## src/rtl/uart_fifo_irq_pkg.sv

```systemverilog
// Package: shared constants, control register type and trigger-level table.
// Assumes levels never exceed the configured depth.
package uart_fifo_irq_pkg;

    typedef struct packed {
        logic [1:0] rx_sel;
        logic [1:0] tx_sel;
        logic       en;
    } fifo_ctrl_t;

    // Maps a two-bit level code to a byte count; depth and enable pick the table.
    function automatic int unsigned trig_level(input logic [1:0] code,
                                               input logic deep,
                                               input logic en);
        if (!en) return 1;
        case (code)
            2'd0:    return 1;
            2'd1:    return 4;
            2'd2:    return deep ? 16 : 8;
            default: return deep ? 26 : 14;
        endcase
    endfunction

endpackage

```

## src/rtl/uart_byte_fifo.sv

```systemverilog
// Byte FIFO with a runtime capacity limit and a synchronous clear.
// Assumes DEPTH is a power of two. Pushes past cap are dropped, and pops
// from an empty FIFO do nothing.
module uart_byte_fifo #(
    parameter int DATA_W = 8,
    parameter int DEPTH  = 32,
    parameter int CNT_W  = $clog2(DEPTH + 1)
) (
    input  logic              clk,
    input  logic              rst_n,
    input  logic              clr,
    input  logic [CNT_W-1:0]  cap,
    input  logic              push,
    input  logic [DATA_W-1:0] din,
    input  logic              pop,
    output logic [DATA_W-1:0] dout,
    output logic [CNT_W-1:0]  count
);
    localparam int PTR_W = $clog2(DEPTH);

    logic [DATA_W-1:0] mem [DEPTH];
    logic [PTR_W-1:0]  wptr, rptr;
    logic              push_ok, pop_ok;

    assign push_ok = push && (count < cap);
    assign pop_ok  = pop && (count != '0);
    assign dout    = mem[rptr];

    // Pointer and occupancy update; clear has priority over traffic.
    always_ff @(posedge clk) begin
        if (!rst_n || clr) begin
            wptr  <= '0;
            rptr  <= '0;
            count <= '0;
        end else begin
            if (push_ok) wptr <= wptr + PTR_W'(1);
            if (pop_ok)  rptr <= rptr + PTR_W'(1);
            count <= count + CNT_W'(push_ok) - CNT_W'(pop_ok);
        end
    end

    // Storage write for accepted pushes.
    always_ff @(posedge clk) begin
        if (push_ok && !clr) mem[wptr] <= din;
    end

    a_r11_no_overflow: assert property (@(posedge clk) disable iff (!rst_n)
        count <= CNT_W'(DEPTH));
    a_r10_clear_empties: assert property (@(posedge clk) disable iff (!rst_n)
        clr |=> count == '0);
    a_r11_full_drops: assert property (@(posedge clk) disable iff (!rst_n)
        (push && !pop && !clr && count >= cap) |=> count == $past(count));
endmodule

```

## src/rtl/uart_rx_timeout.sv

```systemverilog
// Receive timeout: counts character ticks while data waits in the FIFO with
// no traffic, and raises a sticky flag after CHARS ticks. Assumes char_tick
// lasts one cycle.
module uart_rx_timeout #(
    parameter int CHARS = 4
) (
    input  logic clk,
    input  logic rst_n,
    input  logic clr,
    input  logic nonempty,
    input  logic activity,
    input  logic host_pop,
    input  logic char_tick,
    output logic tout
);
    localparam int TMR_W = $clog2(CHARS + 1);

    logic [TMR_W-1:0] tmr;
    logic             expire;

    assign expire = nonempty && !activity && char_tick && (tmr == TMR_W'(CHARS - 1));

    // Idle character counter, restarted by any traffic or an empty FIFO.
    always_ff @(posedge clk) begin
        if (!rst_n || clr || !nonempty || activity) tmr <= '0;
        else if (char_tick && tmr != TMR_W'(CHARS - 1)) tmr <= tmr + TMR_W'(1);
    end

    // Sticky timeout flag, cleared by a host pop or a FIFO clear.
    always_ff @(posedge clk) begin
        if (!rst_n || clr || host_pop) tout <= 1'b0;
        else if (expire)               tout <= 1'b1;
    end

    a_r6_tout_needs_data: assert property (@(posedge clk) disable iff (!rst_n)
        $rose(tout) |-> $past(nonempty && char_tick));
    a_r7_pop_clears: assert property (@(posedge clk) disable iff (!rst_n)
        host_pop |=> !tout);
endmodule

```

## src/rtl/uart_tx_empty_flag.sv

```systemverilog
// Transmitter-empty flag: sets when the FIFO and shifter first both become
// empty, and is cleared by a status read. Reset counts as already reported.
module uart_tx_empty_flag (
    input  logic clk,
    input  logic rst_n,
    input  logic fifo_empty,
    input  logic shift_idle,
    input  logic status_rd,
    output logic flag
);
    logic drained, drained_q;

    assign drained = fifo_empty && shift_idle;

    // Remembers the drained state of the previous cycle for edge detection.
    always_ff @(posedge clk) begin
        if (!rst_n) drained_q <= 1'b1;
        else        drained_q <= drained;
    end

    // Flag register: a new drain event wins over a same-cycle status read.
    always_ff @(posedge clk) begin
        if (!rst_n)                     flag <= 1'b0;
        else if (drained && !drained_q) flag <= 1'b1;
        else if (status_rd)             flag <= 1'b0;
    end

    a_r9_read_clears: assert property (@(posedge clk) disable iff (!rst_n)
        (status_rd && !drained) |=> !flag);
    a_r9_set_needs_drain: assert property (@(posedge clk) disable iff (!rst_n)
        $rose(flag) |-> $past(drained));
endmodule

```

## src/rtl/uart_fifo_irq_ctrl.sv

```systemverilog
// Top: control/status registers, two byte FIFOs, level compare, receive
// timeout and transmitter-empty tracking. Assumes deep_mode changes only
// while both FIFOs are empty.
module uart_fifo_irq_ctrl
    import uart_fifo_irq_pkg::*;
#(
    parameter int DATA_W     = 8,
    parameter int MAX_DEPTH  = 32,
    parameter int TOUT_CHARS = 4
) (
    input  logic              clk,
    input  logic              rst_n,
    input  logic              deep_mode,
    input  logic              reg_wr,
    input  logic              reg_rd,
    input  logic              reg_sel,
    input  logic [7:0]        reg_wdata,
    output logic [7:0]        reg_rdata,
    input  logic              host_tx_push,
    input  logic [DATA_W-1:0] host_tx_data,
    input  logic              host_rx_pop,
    output logic [DATA_W-1:0] host_rx_data,
    input  logic              ser_rx_push,
    input  logic [DATA_W-1:0] ser_rx_data,
    input  logic              ser_tx_pop,
    output logic [DATA_W-1:0] ser_tx_data,
    input  logic              tx_shift_idle,
    input  logic              char_tick,
    output logic              rx_thresh_flag,
    output logic              rx_tout_flag,
    output logic              tx_thresh_flag,
    output logic              tx_empty_flag
);
    localparam int CNT_W = $clog2(MAX_DEPTH + 1);

    fifo_ctrl_t       ctrl_q;
    logic             wr_ctrl, en_change, rx_clr, tx_clr;
    logic [CNT_W-1:0] cap, rx_cnt, tx_cnt, rx_lvl, tx_lvl;
    logic             unused_wbit;

    assign unused_wbit = reg_wdata[3];
    assign wr_ctrl     = reg_wr && !reg_sel;
    assign en_change   = wr_ctrl && (reg_wdata[0] != ctrl_q.en);
    assign rx_clr      = (wr_ctrl && reg_wdata[1]) || en_change;
    assign tx_clr      = (wr_ctrl && reg_wdata[2]) || en_change;

    // Control register; the reset bits only strobe and are not stored.
    always_ff @(posedge clk) begin
        if (!rst_n)       ctrl_q <= '0;
        else if (wr_ctrl) ctrl_q <= '{rx_sel: reg_wdata[7:6], tx_sel: reg_wdata[5:4], en: reg_wdata[0]};
    end

    // Capacity and trigger levels from the enable bit, depth pin and codes.
    always_comb begin
        cap    = !ctrl_q.en ? CNT_W'(1) : (deep_mode ? CNT_W'(MAX_DEPTH) : CNT_W'(MAX_DEPTH / 2));
        rx_lvl = CNT_W'(trig_level(ctrl_q.rx_sel, deep_mode, ctrl_q.en));
        tx_lvl = CNT_W'(trig_level(ctrl_q.tx_sel, deep_mode, ctrl_q.en));
    end

    uart_byte_fifo #(.DATA_W(DATA_W), .DEPTH(MAX_DEPTH), .CNT_W(CNT_W)) rx_fifo_i (
        .clk(clk), .rst_n(rst_n), .clr(rx_clr), .cap(cap),
        .push(ser_rx_push), .din(ser_rx_data),
        .pop(host_rx_pop), .dout(host_rx_data), .count(rx_cnt));

    uart_byte_fifo #(.DATA_W(DATA_W), .DEPTH(MAX_DEPTH), .CNT_W(CNT_W)) tx_fifo_i (
        .clk(clk), .rst_n(rst_n), .clr(tx_clr), .cap(cap),
        .push(host_tx_push), .din(host_tx_data),
        .pop(ser_tx_pop), .dout(ser_tx_data), .count(tx_cnt));

    uart_rx_timeout #(.CHARS(TOUT_CHARS)) rx_tout_i (
        .clk(clk), .rst_n(rst_n), .clr(rx_clr), .nonempty(rx_cnt != '0),
        .activity(ser_rx_push || host_rx_pop), .host_pop(host_rx_pop),
        .char_tick(char_tick), .tout(rx_tout_flag));

    uart_tx_empty_flag tx_empty_i (
        .clk(clk), .rst_n(rst_n), .fifo_empty(tx_cnt == '0),
        .shift_idle(tx_shift_idle), .status_rd(reg_rd && reg_sel),
        .flag(tx_empty_flag));

    assign rx_thresh_flag = (rx_cnt >= rx_lvl) || rx_tout_flag;
    assign tx_thresh_flag = tx_cnt < tx_lvl;

    // Register readback mux.
    always_comb begin
        if (reg_sel) reg_rdata = {4'b0, rx_tout_flag, tx_empty_flag, tx_thresh_flag, rx_thresh_flag};
        else         reg_rdata = {ctrl_q.rx_sel, ctrl_q.tx_sel, 3'b000, ctrl_q.en};
    end

    a_r3_rx_flag_needs_data: assert property (@(posedge clk) disable iff (!rst_n)
        rx_thresh_flag |-> rx_cnt != '0);
    a_r12_disabled_one_byte: assert property (@(posedge clk) disable iff (!rst_n)
        !ctrl_q.en |-> (rx_cnt <= CNT_W'(1) && tx_cnt <= CNT_W'(1)));
    a_r12_enable_change_empties: assert property (@(posedge clk) disable iff (!rst_n)
        en_change |=> (rx_cnt == '0 && tx_cnt == '0));
endmodule

```

## config.mk

```make
export PLATFORM = sky130hd
export DESIGN_NAME = uart_fifo_irq_ctrl
export DESIGN_NICKNAME = d
export VERILOG_FILES = /design/src/rtl/uart_fifo_irq_pkg.sv /design/src/rtl/uart_byte_fifo.sv /design/src/rtl/uart_rx_timeout.sv /design/src/rtl/uart_tx_empty_flag.sv /design/src/rtl/uart_fifo_irq_ctrl.sv
export SDC_FILE = /design/constraint.sdc
export NUM_CORES = 1
export LEC_CHECK = 0
export ABC_AREA = 1
export BUFFER_PORTS_ARGS = -buffer_cell sky130_fd_sc_hd__clkbuf_2
export CORE_ASPECT_RATIO = 0.7
export CORE_MARGIN = 8
export CORE_UTILIZATION = 25
export CTS_CLUSTER_DIAMETER = 150
export DETAILED_ROUTE_END_ITERATION = 10
export GPL_TIMING_DRIVEN = 0
export PLACE_DENSITY = 0.35
export RECOVER_POWER = 25
export SLEW_MARGIN = 25
export SYNTH_ARGS = -nofsm -noshare
export SYNTH_HDL_FRONTEND = slang
export SYNTH_SLANG_ARGS = --single-unit
```

## constraint.sdc

```tcl
create_clock -name clk -period 3.5 [get_ports clk]
set_clock_uncertainty 0.2 [all_clocks]
set_input_delay 0.175 -clock clk [delete_from_list [all_inputs] [get_ports clk]]
set_output_delay 0.175 -clock clk [all_outputs]
set_load 0.05 [all_outputs]
```

==> flow_metrics.py <==
metrics = {
    "run_status": {
        "status": "complete, but fails checks",
        "violations": "max-capacitance violations, max-slew violations",
    },
    "sta": {
        "drv_slew": 330,
        "period_share": 0.958,
        "finalSetupViolCount": 0,
        "timing.setup.tns_ps": 0,
        "maxSlewHeadroom": -0.347,
        "clock.fmax_ghz": 0.298,
        "rsz0062_at_grt": "no",
        "layout_min_cycle_time_ps": 3350,
        "whs_ps": 36.8,
        "worst_slew_pin_slew_ps": 2020,
        "hold_viol": 0,
    },
    "routing": {
        "drt_first_pass_iters": 5,
        "route.final.wire_length_mm": 77.7,
        "wl_per_cell_um": 21.0,
        "drt_first_iter_violations": 1413,
        "drc": 0,
        "routed_via_density": 4.57,
        "ant_nets": 0,
        "vias": 16917,
    },
    "floorplanning": {
        "start_util": 0.252,
        "die_w_um": 388,
        "core-area_mm2": 0.0959,
        "io_pins": 64,
        "num_rows": 95,
        "fp.dieH_um": 276,
        "die_area_mm2": 0.107,
    },
    "worst_setup_path": {
        "cp_max_fo": 10,
        "critical_path_class": "flip-flop to flip-flop",
        "r2r_cells": 10,
        "crit_required_ps": 3500,
        "crit_path_start_kind": "flip-flop",
        "crit_path_top_delay_cell": "nor2_1",
        "critPathMaxStageDelay_ps": 940,
        "crit_buf_inv": 1,
        "crit_chain": "buf_6, nand2_1, ha_1, nand2_1, nor2_1, nor3_4, nand3_2, nor2_4, nand2_2, nor2_1",
        "crit_arrival_ps": 3350,
        "critPathCaptureType": "flip-flop",
        "ff2ff_setup_slack_ps": 150,
        "reg2reg_from": "ctrl_q[0]",
        "critPathTopFamily": "simple AND/OR/NAND/NOR gates",
        "timing.rr.end": "tx_fifo_i.mem[22][7]",
    },
    "final_layout": {
        "seq_area_mm2": 0.0164,
        "stdcell_area_mm2": 0.0285,
        "drive_gt1_frac": 0.114,
        "area_growth_pct": 17.8,
        "n_fill_cell": 9806,
        "nets": 2472,
        "multi_input_area_mm2": 0.00687,
        "instances_no_fill": 3705,
    },
    "cts": {
        "insertion_delay_ps": 590,
        "cts.sinks": 565,
        "clk_pin_slew_worst_paths_ps": 70,
        "htree_levels": 3,
        "cts_made_buffers": 67,
        "cts_max_path_buffers": 3,
        "cts_tree": "yes",
        "root_buffer": "clkbuf_16",
    },
    "place": {
        "dp.cells": 3554,
        "io_buffer_count": 61,
        "post-dp-hpwl_mm": 53.9,
        "place_area_mm2": 0.0261,
        "gp_routability_congestion": 0.855,
    },
    "logic_synthesis": {
        "async_flop_share": 0,
        "syn_area_per_cell_um2": 10.9,
        "ys_seq_area_frac": 0.680,
        "syn_area_mm2": 0.0242,
        "synth-seq-cells": 565,
        "synth_edf_count": 512,
        "synthesis.nets": 2309,
        "ys.flop_type": "edfxtp_1",
        "synth_warnings": 0,
        "synthDistinctLibCells": 39,
        "syn_inst": 2228,
    },
    "run": {
        "cap_violations": 10,
    },
    "global_route": {
        "grt_start_max_net_pins": 33,
        "grt_use_total": 0.141,
        "grt_pass1_vias": 16444,
        "grt-ovfl-total": 0,
        "antenna_found_initial": 4,
        "grt_pass1_wl_mm": 112,
    },
    "worst_hold_path": {
        "min_to": "tx_fifo_i.wptr[1]",
        "hp-class": "input port to flip-flop",
        "min-delay-start": "reg_wr",
        "holdPathStages": 8,
    },
    "power_and_ir_drop": {
        "leakagePower_nw": 10.6,
        "power_per_cell_area_mw_per_mm2": 664,
        "max-vdd-ir-drop_v": 0.000337,
    },
}
-- power breakdown --
part           switching (mW)  internal [mW]
sequential              0.120           7.54
clock                    2.87           3.85
combinational            3.29           1.24
-- synth_stat cells, types with 7 or more instances --
library cell | instances | area (um^2)
inv_1 | 73 | 274
nand4_1 | 10 | 62.6
ha_1 | 43 | 538
dfxtp_1 | 53 | 1060
edfxtp_1 | 512 | 15400
a21oi_1 | 30 | 150
buf_1 | 8 | 30.0
buf_4 | 8 | 60.1
clkbuf_1 | 22 | 82.6
nand3_1 | 420 | 2100
nor2_1 | 100 | 375
xor2_1 | 8 | 70.1
nand2_4 | 7 | 78.8
buf_2 | 70 | 350
inv_2 | 7 | 26.3
nand2_1 | 793 | 2980
o21ai_0 | 19 | 95.1
-- layout by cell type (no fill, tap or decap), drive strengths merged, types with 28 or more instances in the layout --
cell           n
ha            43
clkinv        28
dlygate4sd3   30
inv           88
nand3        425
a21oi         34
nand2        803
nor2         104
dfxtp         53
edfxtp       512
clkbuf       164
buf           94
-- repair_timing --
item	in CTS	in global routing
setup endpoints to repair	5	9
hold endpoints to repair	60	0
hold buffers	30	0
pin swaps	0	1
setup buffers	0	0
resized for setup	2	2
-- worst min-delay path, delay by kind of cell --
| kind | cells | cell delay [ps] |
|---|---|---|
| simple gates | 6 | 420 |
| buf+inv | 2 | 180 |
-- how the worst max path moves through the flow --
stage / from / endpoint / slack [ps] / cells past startpoint
floorplan: ctrl_q[0] / reg_rdata[0] / 640 / 10
global placement: ctrl_q[0] / tx_fifo_i.mem[31][4] / -790 / 9
detailed placement: ctrl_q[0] / tx_fifo_i.mem[23][0] / 180 / 11
CTS: flip-flop / ser_tx_data[3] / 80 / 10
global route: ctrl_q[0] / rx_fifo_i.count[4] / 20 / 17
finish: ctrl_q[0] / tx_fifo_i.mem[22][7] / 150 / 10
-- layer usage --
| layer | global-route usage | routed length (um) |
|---|---|---|
| met1 | 0.229 | 41300 |
| met2 | 0.186 | 29600 |
| met3 | 0.0285 | 5390 |
| met4 | 0.0318 | 1330 |
| met5 | 0 | 0 |
-- layout make-up --
class                           instances  area share
Buffer                                111      0.0200
Clock inverter                         39      0.0104
Inverter                               82      0.0109
Sequential cell                       565       0.577
Multi-Input combinational cell       1469       0.241
Tap cell                             1261      0.0554
Timing Repair Buffer                   95      0.0221
Clock buffer                           82      0.0624
Antenna cell                            1   0.0000879
-- logic make-up (layout without fill, tap and decap cells) --
kind of cell    Yosys count  count (layout)  synth area share
flops                   565             565             0.680
other cells               0               1                 0
xor+xnor                 11              11           0.00430
buf+inv                 194             409            0.0364
simple gates           1354            1354             0.242
fa+ha+maj                45              45            0.0239
compound gates           59              59            0.0136
-- flip-flops by register name, indices dropped and copies added (netlist names), 3 cells and up, named ones only --
signal / cells
ctrl_q: 5
rx_fifo_i.mem: 256
rx_fifo_i.wptr: 5
rx_fifo_i.count: 6
rx_fifo_i.rptr: 5
rx_tout_i.tmr: 3
tx_fifo_i.wptr: 5
tx_fifo_i.count: 6
tx_fifo_i.rptr: 5
tx_fifo_i.mem: 256
-- per-stage QoR --
stage          utilization  setup slack (ps)  power (mW)
6_report             0.297               148        18.9
4_1_cts              0.297              79.0        19.2
5_1_grt              0.297              15.9        19.9
3_3_place_gp         0.272              -789        12.3
2_1_floorplan            -               640        10.8
3_5_place_dp         0.272               184        12.3
(Power assumes the default switching activity.)
